--- src/rtl/irqagg_pkg.sv ---
package irqagg_pkg;

    // Bit positions software decodes in per-channel registers
    localparam int DONE_BIT = 0;
    localparam int ERR_BIT  = 6;

    typedef enum logic {
        SPACE_CHAN = 1'b0,
        SPACE_SUM  = 1'b1
    } space_e;

    typedef enum logic {
        KIND_FLAG = 1'b0,
        KIND_MASK = 1'b1
    } kind_e;

    typedef enum logic {
        DIR_TX = 1'b0,
        DIR_RX = 1'b1
    } dir_e;

endpackage

--- src/rtl/irqagg_cause_cell.sv ---
module irqagg_cause_cell (
    input  logic clk,
    input  logic rst_n,
    input  logic evt_done,
    input  logic evt_err,
    input  logic wr_flag,
    input  logic wr_mask,
    input  logic wd_done,
    input  logic wd_err,
    output logic flag_done,
    output logic flag_err,
    output logic en_done,
    output logic en_err,
    output logic pend
);

    logic clr_done;
    logic clr_err;

    always_comb begin
        clr_done = wr_flag & wd_done;
        clr_err  = wr_flag & wd_err;
    end

    // Event wins over a same-cycle clear
    always_ff @(posedge clk) begin
        if (!rst_n) begin
            flag_done <= 1'b0;
            flag_err  <= 1'b0;
        end else begin
            flag_done <= evt_done | (flag_done & ~clr_done);
            flag_err  <= evt_err  | (flag_err  & ~clr_err);
        end
    end

    always_ff @(posedge clk) begin
        if (!rst_n) begin
            en_done <= 1'b0;
            en_err  <= 1'b0;
        end else if (wr_mask) begin
            en_done <= wd_done;
            en_err  <= wd_err;
        end
    end

    always_comb begin
        pend = (flag_done & en_done) | (flag_err & en_err);
    end

endmodule

--- src/rtl/irqagg_pair_fold.sv ---
module irqagg_pair_fold #(
    parameter int NUM_CH = 64
) (
    input  logic [NUM_CH-1:0]   pend,
    output logic [NUM_CH/2-1:0] tx_word,
    output logic [NUM_CH/2-1:0] rx_word
);

    localparam int PAIRS = NUM_CH / 2;

    for (genvar p = 0; p < PAIRS; p++) begin : g_pair
        assign tx_word[p] = pend[2*p];
        assign rx_word[p] = pend[2*p+1];
    end

endmodule

--- src/rtl/irqagg_regport.sv ---
module irqagg_regport
    import irqagg_pkg::*;
#(
    parameter int NUM_CH   = 64,
    parameter int NUM_DEST = 4,
    parameter int DATA_W   = 32,
    parameter int CH_W     = (NUM_CH > 1) ? $clog2(NUM_CH) : 1,
    parameter int DEST_W   = (NUM_DEST > 1) ? $clog2(NUM_DEST) : 1,
    parameter int AW       = 1 + CH_W + 1 + DEST_W
) (
    input  logic                                clk,
    input  logic                                rst_n,
    input  logic                                reg_en,
    input  logic                                reg_we,
    input  logic [AW-1:0]                       reg_addr,
    input  logic [DATA_W-1:0]                   reg_wdata,
    input  logic [NUM_DEST-1:0][NUM_CH-1:0]     flag_done,
    input  logic [NUM_DEST-1:0][NUM_CH-1:0]     flag_err,
    input  logic [NUM_DEST-1:0][NUM_CH-1:0]     en_done,
    input  logic [NUM_DEST-1:0][NUM_CH-1:0]     en_err,
    input  logic [NUM_DEST-1:0][NUM_CH/2-1:0]   tx_sum,
    input  logic [NUM_DEST-1:0][NUM_CH/2-1:0]   rx_sum,
    output logic [NUM_DEST-1:0][NUM_CH-1:0]     wr_flag,
    output logic [NUM_DEST-1:0][NUM_CH-1:0]     wr_mask,
    output logic                                wd_done,
    output logic                                wd_err,
    output logic [DATA_W-1:0]                   reg_rdata
);

    localparam int SUM_W = NUM_CH / 2;

    space_e            space;
    kind_e             kind;
    logic [CH_W-1:0]   ch_idx;
    logic [DEST_W-1:0] dest_idx;
    logic              ch_ok;
    logic              dest_ok;
    logic [DATA_W-1:0] rd_next;

    always_comb begin
        space    = space_e'(reg_addr[AW-1]);
        kind     = kind_e'(reg_addr[DEST_W]);
        ch_idx   = reg_addr[DEST_W+1 +: CH_W];
        dest_idx = reg_addr[DEST_W-1:0];
        ch_ok    = int'(ch_idx) < NUM_CH;
        dest_ok  = int'(dest_idx) < NUM_DEST;
        wd_done  = reg_wdata[DONE_BIT];
        wd_err   = reg_wdata[ERR_BIT];
    end

    always_comb begin
        wr_flag = '0;
        wr_mask = '0;
        if (reg_en && reg_we && space == SPACE_CHAN && ch_ok && dest_ok) begin
            unique case (kind)
                KIND_FLAG: wr_flag[dest_idx][ch_idx] = 1'b1;
                KIND_MASK: wr_mask[dest_idx][ch_idx] = 1'b1;
            endcase
        end
    end

    always_comb begin
        rd_next = '0;
        if (dest_ok) begin
            unique case (space)
                SPACE_CHAN: begin
                    if (ch_ok) begin
                        unique case (kind)
                            KIND_FLAG: begin
                                rd_next[DONE_BIT] = flag_done[dest_idx][ch_idx];
                                rd_next[ERR_BIT]  = flag_err[dest_idx][ch_idx];
                            end
                            KIND_MASK: begin
                                rd_next[DONE_BIT] = en_done[dest_idx][ch_idx];
                                rd_next[ERR_BIT]  = en_err[dest_idx][ch_idx];
                            end
                        endcase
                    end
                end
                SPACE_SUM: begin
                    if (dir_e'(kind) == DIR_RX)
                        rd_next[SUM_W-1:0] = rx_sum[dest_idx];
                    else
                        rd_next[SUM_W-1:0] = tx_sum[dest_idx];
                end
            endcase
        end
    end

    always_ff @(posedge clk) begin
        if (!rst_n)
            reg_rdata <= '0;
        else if (reg_en && !reg_we)
            reg_rdata <= rd_next;
        else
            reg_rdata <= '0;
    end

endmodule

--- src/rtl/irq_status_agg.sv ---
module irq_status_agg
    import irqagg_pkg::*;
#(
    parameter int NUM_CH   = 64,
    parameter int NUM_DEST = 4,
    parameter int DATA_W   = 32,
    parameter int CH_W     = (NUM_CH > 1) ? $clog2(NUM_CH) : 1,
    parameter int DEST_W   = (NUM_DEST > 1) ? $clog2(NUM_DEST) : 1,
    parameter int AW       = 1 + CH_W + 1 + DEST_W
) (
    input  logic                clk,
    input  logic                rst_n,
    input  logic [NUM_CH-1:0]   evt_done,
    input  logic [NUM_CH-1:0]   evt_err,
    input  logic                reg_en,
    input  logic                reg_we,
    input  logic [AW-1:0]       reg_addr,
    input  logic [DATA_W-1:0]   reg_wdata,
    output logic [DATA_W-1:0]   reg_rdata,
    output logic [NUM_DEST-1:0] irq_out
);

    localparam int SUM_W = NUM_CH / 2;

    logic [NUM_DEST-1:0][NUM_CH-1:0] flag_done;
    logic [NUM_DEST-1:0][NUM_CH-1:0] flag_err;
    logic [NUM_DEST-1:0][NUM_CH-1:0] en_done;
    logic [NUM_DEST-1:0][NUM_CH-1:0] en_err;
    logic [NUM_DEST-1:0][NUM_CH-1:0] pend;
    logic [NUM_DEST-1:0][NUM_CH-1:0] wr_flag;
    logic [NUM_DEST-1:0][NUM_CH-1:0] wr_mask;
    logic [NUM_DEST-1:0][SUM_W-1:0]  tx_sum;
    logic [NUM_DEST-1:0][SUM_W-1:0]  rx_sum;
    logic                            wd_done;
    logic                            wd_err;

    irqagg_regport #(
        .NUM_CH   (NUM_CH),
        .NUM_DEST (NUM_DEST),
        .DATA_W   (DATA_W),
        .CH_W     (CH_W),
        .DEST_W   (DEST_W),
        .AW       (AW)
    ) u_regport (
        .clk       (clk),
        .rst_n     (rst_n),
        .reg_en    (reg_en),
        .reg_we    (reg_we),
        .reg_addr  (reg_addr),
        .reg_wdata (reg_wdata),
        .flag_done (flag_done),
        .flag_err  (flag_err),
        .en_done   (en_done),
        .en_err    (en_err),
        .tx_sum    (tx_sum),
        .rx_sum    (rx_sum),
        .wr_flag   (wr_flag),
        .wr_mask   (wr_mask),
        .wd_done   (wd_done),
        .wd_err    (wd_err),
        .reg_rdata (reg_rdata)
    );

    for (genvar d = 0; d < NUM_DEST; d++) begin : g_dest
        for (genvar c = 0; c < NUM_CH; c++) begin : g_chan
            irqagg_cause_cell u_cell (
                .clk       (clk),
                .rst_n     (rst_n),
                .evt_done  (evt_done[c]),
                .evt_err   (evt_err[c]),
                .wr_flag   (wr_flag[d][c]),
                .wr_mask   (wr_mask[d][c]),
                .wd_done   (wd_done),
                .wd_err    (wd_err),
                .flag_done (flag_done[d][c]),
                .flag_err  (flag_err[d][c]),
                .en_done   (en_done[d][c]),
                .en_err    (en_err[d][c]),
                .pend      (pend[d][c])
            );
        end

        irqagg_pair_fold #(
            .NUM_CH (NUM_CH)
        ) u_fold (
            .pend    (pend[d]),
            .tx_word (tx_sum[d]),
            .rx_word (rx_sum[d])
        );

        assign irq_out[d] = (|tx_sum[d]) | (|rx_sum[d]);
    end

endmodule

--- config.mk ---
export PLATFORM = sky130hd
export DESIGN_NAME = irq_status_agg
export DESIGN_NICKNAME = d
export VERILOG_FILES = /design/src/rtl/irqagg_pkg.sv /design/src/rtl/irqagg_cause_cell.sv /design/src/rtl/irqagg_pair_fold.sv /design/src/rtl/irqagg_regport.sv /design/src/rtl/irq_status_agg.sv
export SDC_FILE = /design/constraint.sdc
export NUM_CORES = 2
export LEC_CHECK = 0
export ABC_CLOCK_PERIOD_IN_PS = 3460
export BUFFER_PORTS_ARGS = -buffer_cell sky130_fd_sc_hd__buf_2
export CORE_MARGIN = 5
export CORE_UTILIZATION = 40
export DETAILED_ROUTE_END_ITERATION = 8
export PLACE_DENSITY = 0.67
export SLEW_MARGIN = 15
export SYNTH_ARGS = -nofsm -noshare
export SYNTH_HDL_FRONTEND = slang
export SYNTH_SLANG_ARGS = --single-unit
--- constraint.sdc ---
create_clock -name clk -period 3.46 [get_ports clk]
set_clock_uncertainty 0.1 [all_clocks]
set_input_delay 0.346 -clock clk [delete_from_list [all_inputs] [get_ports clk]]
set_output_delay 0.346 -clock clk [all_outputs]
set_load 0.005 [all_outputs]
# Yosys cells after proc, flatten, opt, wreduce, memory -nomap -nowiden
# Cells that the tools add are included.
dict set report totals {
  register_bits 1056
  latch_bits 0
  mem_bits_rw 0
  romBits 0
  in_bits 174
  out_inout_bits 36
  elab_cells 3901
  n_memories 0
}
dict set report classes {
  addsub 0
  n_mul 0
  div 0
  n_lt_le_gt_ge 4
  n_eq_ne 0
  shifts 0
  n_mux 33
  n_bitwise 2822
  n_reduce_logical 16
}
# op n
set op_table {}
lappend op_table {{AND 1 bit} 1536}
lappend op_table {{two-way mux 256 bit} 4}
lappend op_table {{bitwise OR 1 bit} 772}
lappend op_table {{inverter 1 bit} 514}
lappend op_table {{binary-select mux 64 bit (select 2 bit)} 4}
lappend op_table {{two-way mux 64 bit} 5}
lappend op_table {{OR reduction 32 bit} 8}
lappend op_table {{binary-select mux 32 bit (select 2 bit)} 2}
lappend op_table {{demux 64 bit (select 2 bit)} 1}
lappend op_table {{two-way mux 32 bit} 3}
lappend op_table {{binary-select mux 1 bit (select 6 bit)} 4}
lappend op_table {{case mux 1 bit (2 select lines)} 4}
lappend op_table {{< comparator 6 x 7 -> 1 bit, second input constant} 1}
lappend op_table {{demux 1 bit (select 6 bit)} 1}
lappend op_table {{greater-or-equal comparator 6 x 1 -> 1 bit, second input constant} 1}
lappend op_table {{logical AND 1 bit} 5}
lappend op_table {{two-way mux 1 bit} 5}
lappend op_table {{< comparator 2 x 3 -> 1 bit, second input constant} 1}
lappend op_table {{AND reduction 3 bit} 1}
lappend op_table {{greater-or-equal comparator 2 x 1 -> 1 bit, second input constant} 1}
lappend op_table {{AND reduction 2 bit} 1}
lappend op_table {{logical NOT 1 bit} 1}

# Longest topological paths before layout
dict set report depth {
  word_depth 12
  mapped_depth 12
  ltp_nobuf 8
}

# Modules after synthesis
# A second synthesis with hierarchy kept.
dict set report hier_totals {
  cells_unflattened 5978
  hier_area_um2 54867.6
}
# mod instances cells_each area_each_um2 seq_area_each_um2
set modules_own_cells {}
lappend modules_own_cells {irqagg_cause_cell 256 15 151.4 80.1}
lappend modules_own_cells {irqagg_regport 1 1798 13633.1 640.6}
lappend modules_own_cells {irqagg_pair_fold 4 64 480.5 0.0}
lappend modules_own_cells {irq_status_agg 1 84 555.5 0.0}

# Worst setup path after synthesis
# OpenSTA, ideal clock, no wires.
dict set report synth_path {
  path_type {input to register}
  from {input reg_addr[1]}
  to {register u_regport.reg_rdata[0]}
  setup_time_ns 0.141
  t_arrival_ns 2.109
  required_ns 3.219
  slack_ns 1.111
  stages 12
  path_buffers 4
  cell_sequence {buf_6 -> buf_6 -> buf_6 -> buf_2 -> mux2i_1 -> o22ai_1 -> nor4_1 -> nand2_1 -> a22oi_1 -> nand2_1 -> nor4_1 -> a311oi_1}
}
dict set report synth_via {
  elab_chain_len 6
  word_cells_on_any_way 15
  classes_between {15 x mux}
}
# item line_no
set synth_rtl {}
lappend synth_rtl {{start: declaration} irq_status_agg.sv:17} ;# input logic [AW-1:0] reg_addr,
lappend synth_rtl {{binary-select mux 64 bit (select 2 bit) (on tied branches)} {irqagg_regport.sv:74, irqagg_regport.sv:70}}
lappend synth_rtl {{two-way mux 64 bit (on tied branches)} {irqagg_regport.sv:74, irqagg_regport.sv:70}}
lappend synth_rtl {{binary-select mux 1 bit (select 6 bit) (on tied branches)} {irqagg_regport.sv:74, irqagg_regport.sv:70}}
lappend synth_rtl {{two-way mux 1 bit (on tied branches)} {irqagg_regport.sv:74, irqagg_regport.sv:70}}
lappend synth_rtl {{case mux 1 bit (2 select lines)} irqagg_regport.sv:68} ;# unique case (kind)
lappend synth_rtl {{case mux 1 bit (2 select lines) *} irqagg_regport.sv:65} ;# unique case (space)
lappend synth_rtl {{end signal: assignment} irqagg_regport.sv:94} ;# reg_rdata <= rd_next;
lappend synth_rtl {{end: declaration} irqagg_regport.sv:27} ;# output logic [DATA_W-1:0] reg_rdata
# Every way passes the cells marked *; elsewhere a longest branch is shown, timed or not. The select of a mux whose other input is x is not followed.
# A chain may end at the register's enable or synchronous reset.

# Final worst setup path
dict set report layout_path {
  from {register g_dest[0].g_chan[52].u_cell.en_done}
  to {output irq_out[0]}
}
dict set report layout_via {
  elab_chain_len 4
}
# item line_no
set layout_rtl {}
lappend layout_rtl {{start: declaration} irqagg_cause_cell.sv:12} ;# output logic en_done,
lappend layout_rtl {{start signal: assignment} irqagg_cause_cell.sv:41} ;# en_done <= wd_done;
lappend layout_rtl {{AND 1 bit} irqagg_cause_cell.sv:47} ;# pend = (flag_done & en_done) | (flag_err & en_err);
lappend layout_rtl {{bitwise OR 1 bit} irqagg_cause_cell.sv:47}
lappend layout_rtl {{OR reduction 32 bit} irq_status_agg.sv:91} ;# assign irq_out[d] = (|tx_sum[d]) | (|rx_sum[d]);
lappend layout_rtl {{bitwise OR 1 bit} irq_status_agg.sv:91}
lappend layout_rtl {{end: declaration} irq_status_agg.sv:20} ;# output logic [NUM_DEST-1:0] irq_out
# Every way passes these cells.

==> reports/metrics.yaml <==
placement:
  finalWeightedCongestion: 1.047
  dp_hpwl_mm: 159.9
  place_ws_ns: 0.07268
  portBuffers: 179
  placed_area_um2: 56670
logic_synthesis:
  async_reset_ff_share_pct: 0
  synth_top_area_share_pct: 39.72
  avgSynthCellArea_um2: 9.220
  yosys.area.top_type: "dfxtp_1"
  ys_top_cells_by_area: "dfxtp_1 (40%), o21a_1 (14%), mux2i_1 (12%)"
  synthesis.nets: 5946
  ys.flop_type: "dfxtp_1"
  synth_seq_area_share_pct: 39.72
  synth_common_cells: "dfxtp_1 (1056), o21a_1 (1024), mux2i_1 (614)"
  ys.warnings.count: 0
  synth_most_common_cell: "dfxtp_1"
  synth_edf_count: 0
  syn_inst: 5772
  netlist_area_um2: 53220
  yosys_register_bits: 1056
  synth_cell_types: 57
cts:
  clk_pin_slew_ns: 0.06
  worst_skew_pair.late_latency_ns: 0.76
  clock_path_buffers: 3
  cts-root-buf: "clkbuf_16"
  cts_inserted_buffers: 115
  cts_tree: "built"
  cts_sinks: 1056
  htree_levels: 3
floorplanning:
  die_w_um: 374.8
  start_util_pct: 40.38
  io_pins: 210
  dieArea_um2: 140400
  core_um2: 131800
  dieHeight_um: 374.8
  rows: 133
setup_path:
  cp-start-kind: "register"
  reg2reg_from: "g_dest[1].g_chan[58].u_cell.flag_err"
  ff2ff_path_depth: 9
  worst_r2r_endpoint: "u_regport.reg_rdata[6]"
  crit_path_cell_trace: "a22oi_1 -> nand4_1 -> nor4_1 -> nand4_1 -> buf_2"
  endpoint_kind: "output port"
  slowest_delay_ns: 0.70
  required_ns: 3.01
  cp.buffers_inverters: 1
  cp_num_cells: 5
  crit_fanout: 3
  worstPathArrival_ns: 3.11
  critPathTopFamily: "simple AND/OR/NAND/NOR gates"
  worst-r2r-setup-slack_ns: 0.45
  crit_top_cell: "nand4_1"
  crit_slowest_cell: "a22oi_1"
  path_class: "reg -> out"
layout:
  final_util_pct: 47.21
  nets: 6109
  area_delta_synth_final_pct: 16.91
  layout-drive-gt1-share_pct: 12.82
  final_cell_area_um2: 62220
timing:
  slew_headroom_pct: 25.22
  worst_hold_slack_ns: 0.1154
  fin_ws_ns: -0.09149
  slew_viol_final: 0
  hold_viol: 0
  setup_violations: 3
  fin_crit_ns: 3.551
  max_freq_ghz: 0.2816
  worstMarginPinSlew_ns: 1.122
  fin_crit_sh_pct: 102.6
  rsz0062_at_grt: "false"
detailed_routing:
  drc_errors: 0
  wirelength_mm: 228.8
  wl_per_cell_um: 29.31
  ant_nets: 0
  dr.first_iter.drc_count: 6349
  vias_per_cell: 6.412
  via_count: 50051
  first_pass_iters: 8
pwr:
  total_power_mw: 28.80
  combinationalPowerShare_pct: 9.4
  sw_frac_of_total_pct: 24.96
  pwr-share-clk_pct: 45.4
  p_per_area_nw_per_um2: 462.9
  peakVddDrop_uv: 407.2
  internal_power_mw: 21.61
  p_switching_mw: 7.188
  leakage_nw: 22.70
  power_frac_seq_pct: 45.2
min_path:
  hold_class: "in -> reg"
  min_from: "reg_addr[9]"
  holdPathEnd: "u_regport.reg_rdata[6]"
  worstHoldPathCells: 4
job:
  cap_violations: 0
global_route:
  antenna_found_initial: 37
  grt_pass1_wl_mm: 325.7
  grt_usage_pct: 30.92
  overflow: 0
  grt_pass1_vias: 46896
  grt_max_degree: 221
outcome:
  status: "finished, violations left"
  violations: "setup timing"
## through the flow
| step | setup TNS, ns | std cells |
|---|---|---|
| global route | 0 | 7791 |
| global placement | 0 | 7442 |
| detailed placement | 0 | 7442 |
| floorplan | 0 | 5772 |
| finish | -0.1487 | 7806 |
| CTS | 0 | 7783 |
## cell families after synthesis
logic type             after synthesis  share of synthesized area, %
AOI/OAI and AO/OA                 2387                         31.26
muxes                              683                         14.47
and+or+nand+nor                   1117                         9.928
buffers and inverters              529                         4.624
DFF                               1056                         39.72
## cell type report
class,count,area [um2]
fill,12594,69580
clock buffer,164,3337
multi-input combinational,4187,29960
tap,1755,2196
antenna,22,55.05
timing repair buffer,572,4872
sequential,1056,21140
inverter,3,11.26
clock inverter,47,643.1
## flip-flops by register name, summed over array words and instances, names as in the netlist
signal                          cells
g_dest.g_chan.u_cell.flag_done    256
u_regport.reg_rdata                32
g_dest.g_chan.u_cell.en_done      256
g_dest.g_chan.u_cell.flag_err     256
g_dest.g_chan.u_cell.en_err       256
## per-layer routing
layer / vias to the layer above / share of wire [%] / global-route usage [%]
met2: 3163 / 41 / 45.10
met5: - / 0.026 / 0
met3: 887 / 13 / 11.34
met1: 24359 / 38 / 39.18
li1: 21634 / - / -
met4: 8 / 7.0 / 17.92
## timing repair
| item | in CTS | in global routing |
|---|---|---|
| endpoints found under the hold margin | 541 | 0 |
| hold buffers | 130 | 0 |
| gates resized for setup | 6 | 35 |
| setup endpoints to repair | 3 | 4 |
| buffers inserted | 0 | 1 |
| pin swaps | 1 | 6 |
## placed cells by master, fill, tap and decap left out, types with 8 or more instances in the layout
| master | n |
|---|---|
| a21oi_1 | 12 |
| buf_12 | 52 |
| o22ai_1 | 242 |
| nor2b_1 | 130 |
| o21a_1 | 1024 |
| clkbuf_8 | 19 |
| mux2i_1 | 614 |
| o21ai_0 | 389 |
| nor4_1 | 62 |
| dfxtp_1 | 1054 |
| a22oi_2 | 30 |
| a21boi_0 | 352 |
| clkbuf_1 | 26 |
| clkbuf_16 | 119 |
| dlygate4sd3_1 | 130 |
| nand3_1 | 72 |
| clkinv_2 | 24 |
| bufinv_16 | 15 |
| a211oi_1 | 48 |
| buf_2 | 174 |
| nand2_4 | 8 |
| nor2_1 | 217 |
| and2_1 | 32 |
| a22o_1 | 9 |
| buf_4 | 210 |
| mux4_2 | 69 |
| a22oi_1 | 228 |
| nand4_1 | 59 |
| nand2_1 | 480 |
| a21boi_1 | 32 |
| diode_2 | 22 |
## worst register-to-register path, delay by kind of cell, from the launching register on
| kind | cells | cell delay, ns |
|---|---|---|
| AOI/OAI and AO/OA | 4 | 0.98 |
| buffers and inverters | 1 | 0.15 |
| DFF | 1 | 0.35 |
| muxes | 1 | 0.30 |
| and+or+nand+nor | 3 | 1.02 |
## how the worst max path moves through the flow
| stage | startpoint | end | slack, ns |
|---|---|---|---|
| finish | g_dest[0].g_chan[52].u_cell.en_done | irq_out[0] | -0.09 |
| global placement | reg_addr[5] | u_regport.reg_rdata[6] | 0.04 |
| detailed placement | reg_addr[5] | u_regport.reg_rdata[6] | 0.07 |
| CTS | g_dest[2].g_chan[26].u_cell.flag_done | irq_out[2] | 0.02 |
| global route | g_dest[0].g_chan[48].u_cell.en_err | irq_out[0] | 0.002 |
| floorplan | reg_addr[1] | u_regport.reg_rdata[0] | 1.11 |
## power by group through the flow
stage	Sequential (mW)	Combinational [mW]	Clock, mW
after floorplan	13.1	1.69	0
after global placement	13.2	2.45	0
after detailed placement	13.3	2.49	0
after CTS	13.0	2.63	13.2
after global routing	13.1	2.82	13.7
final	13.0	2.71	13.1
(Power assumes the default switching activity.)
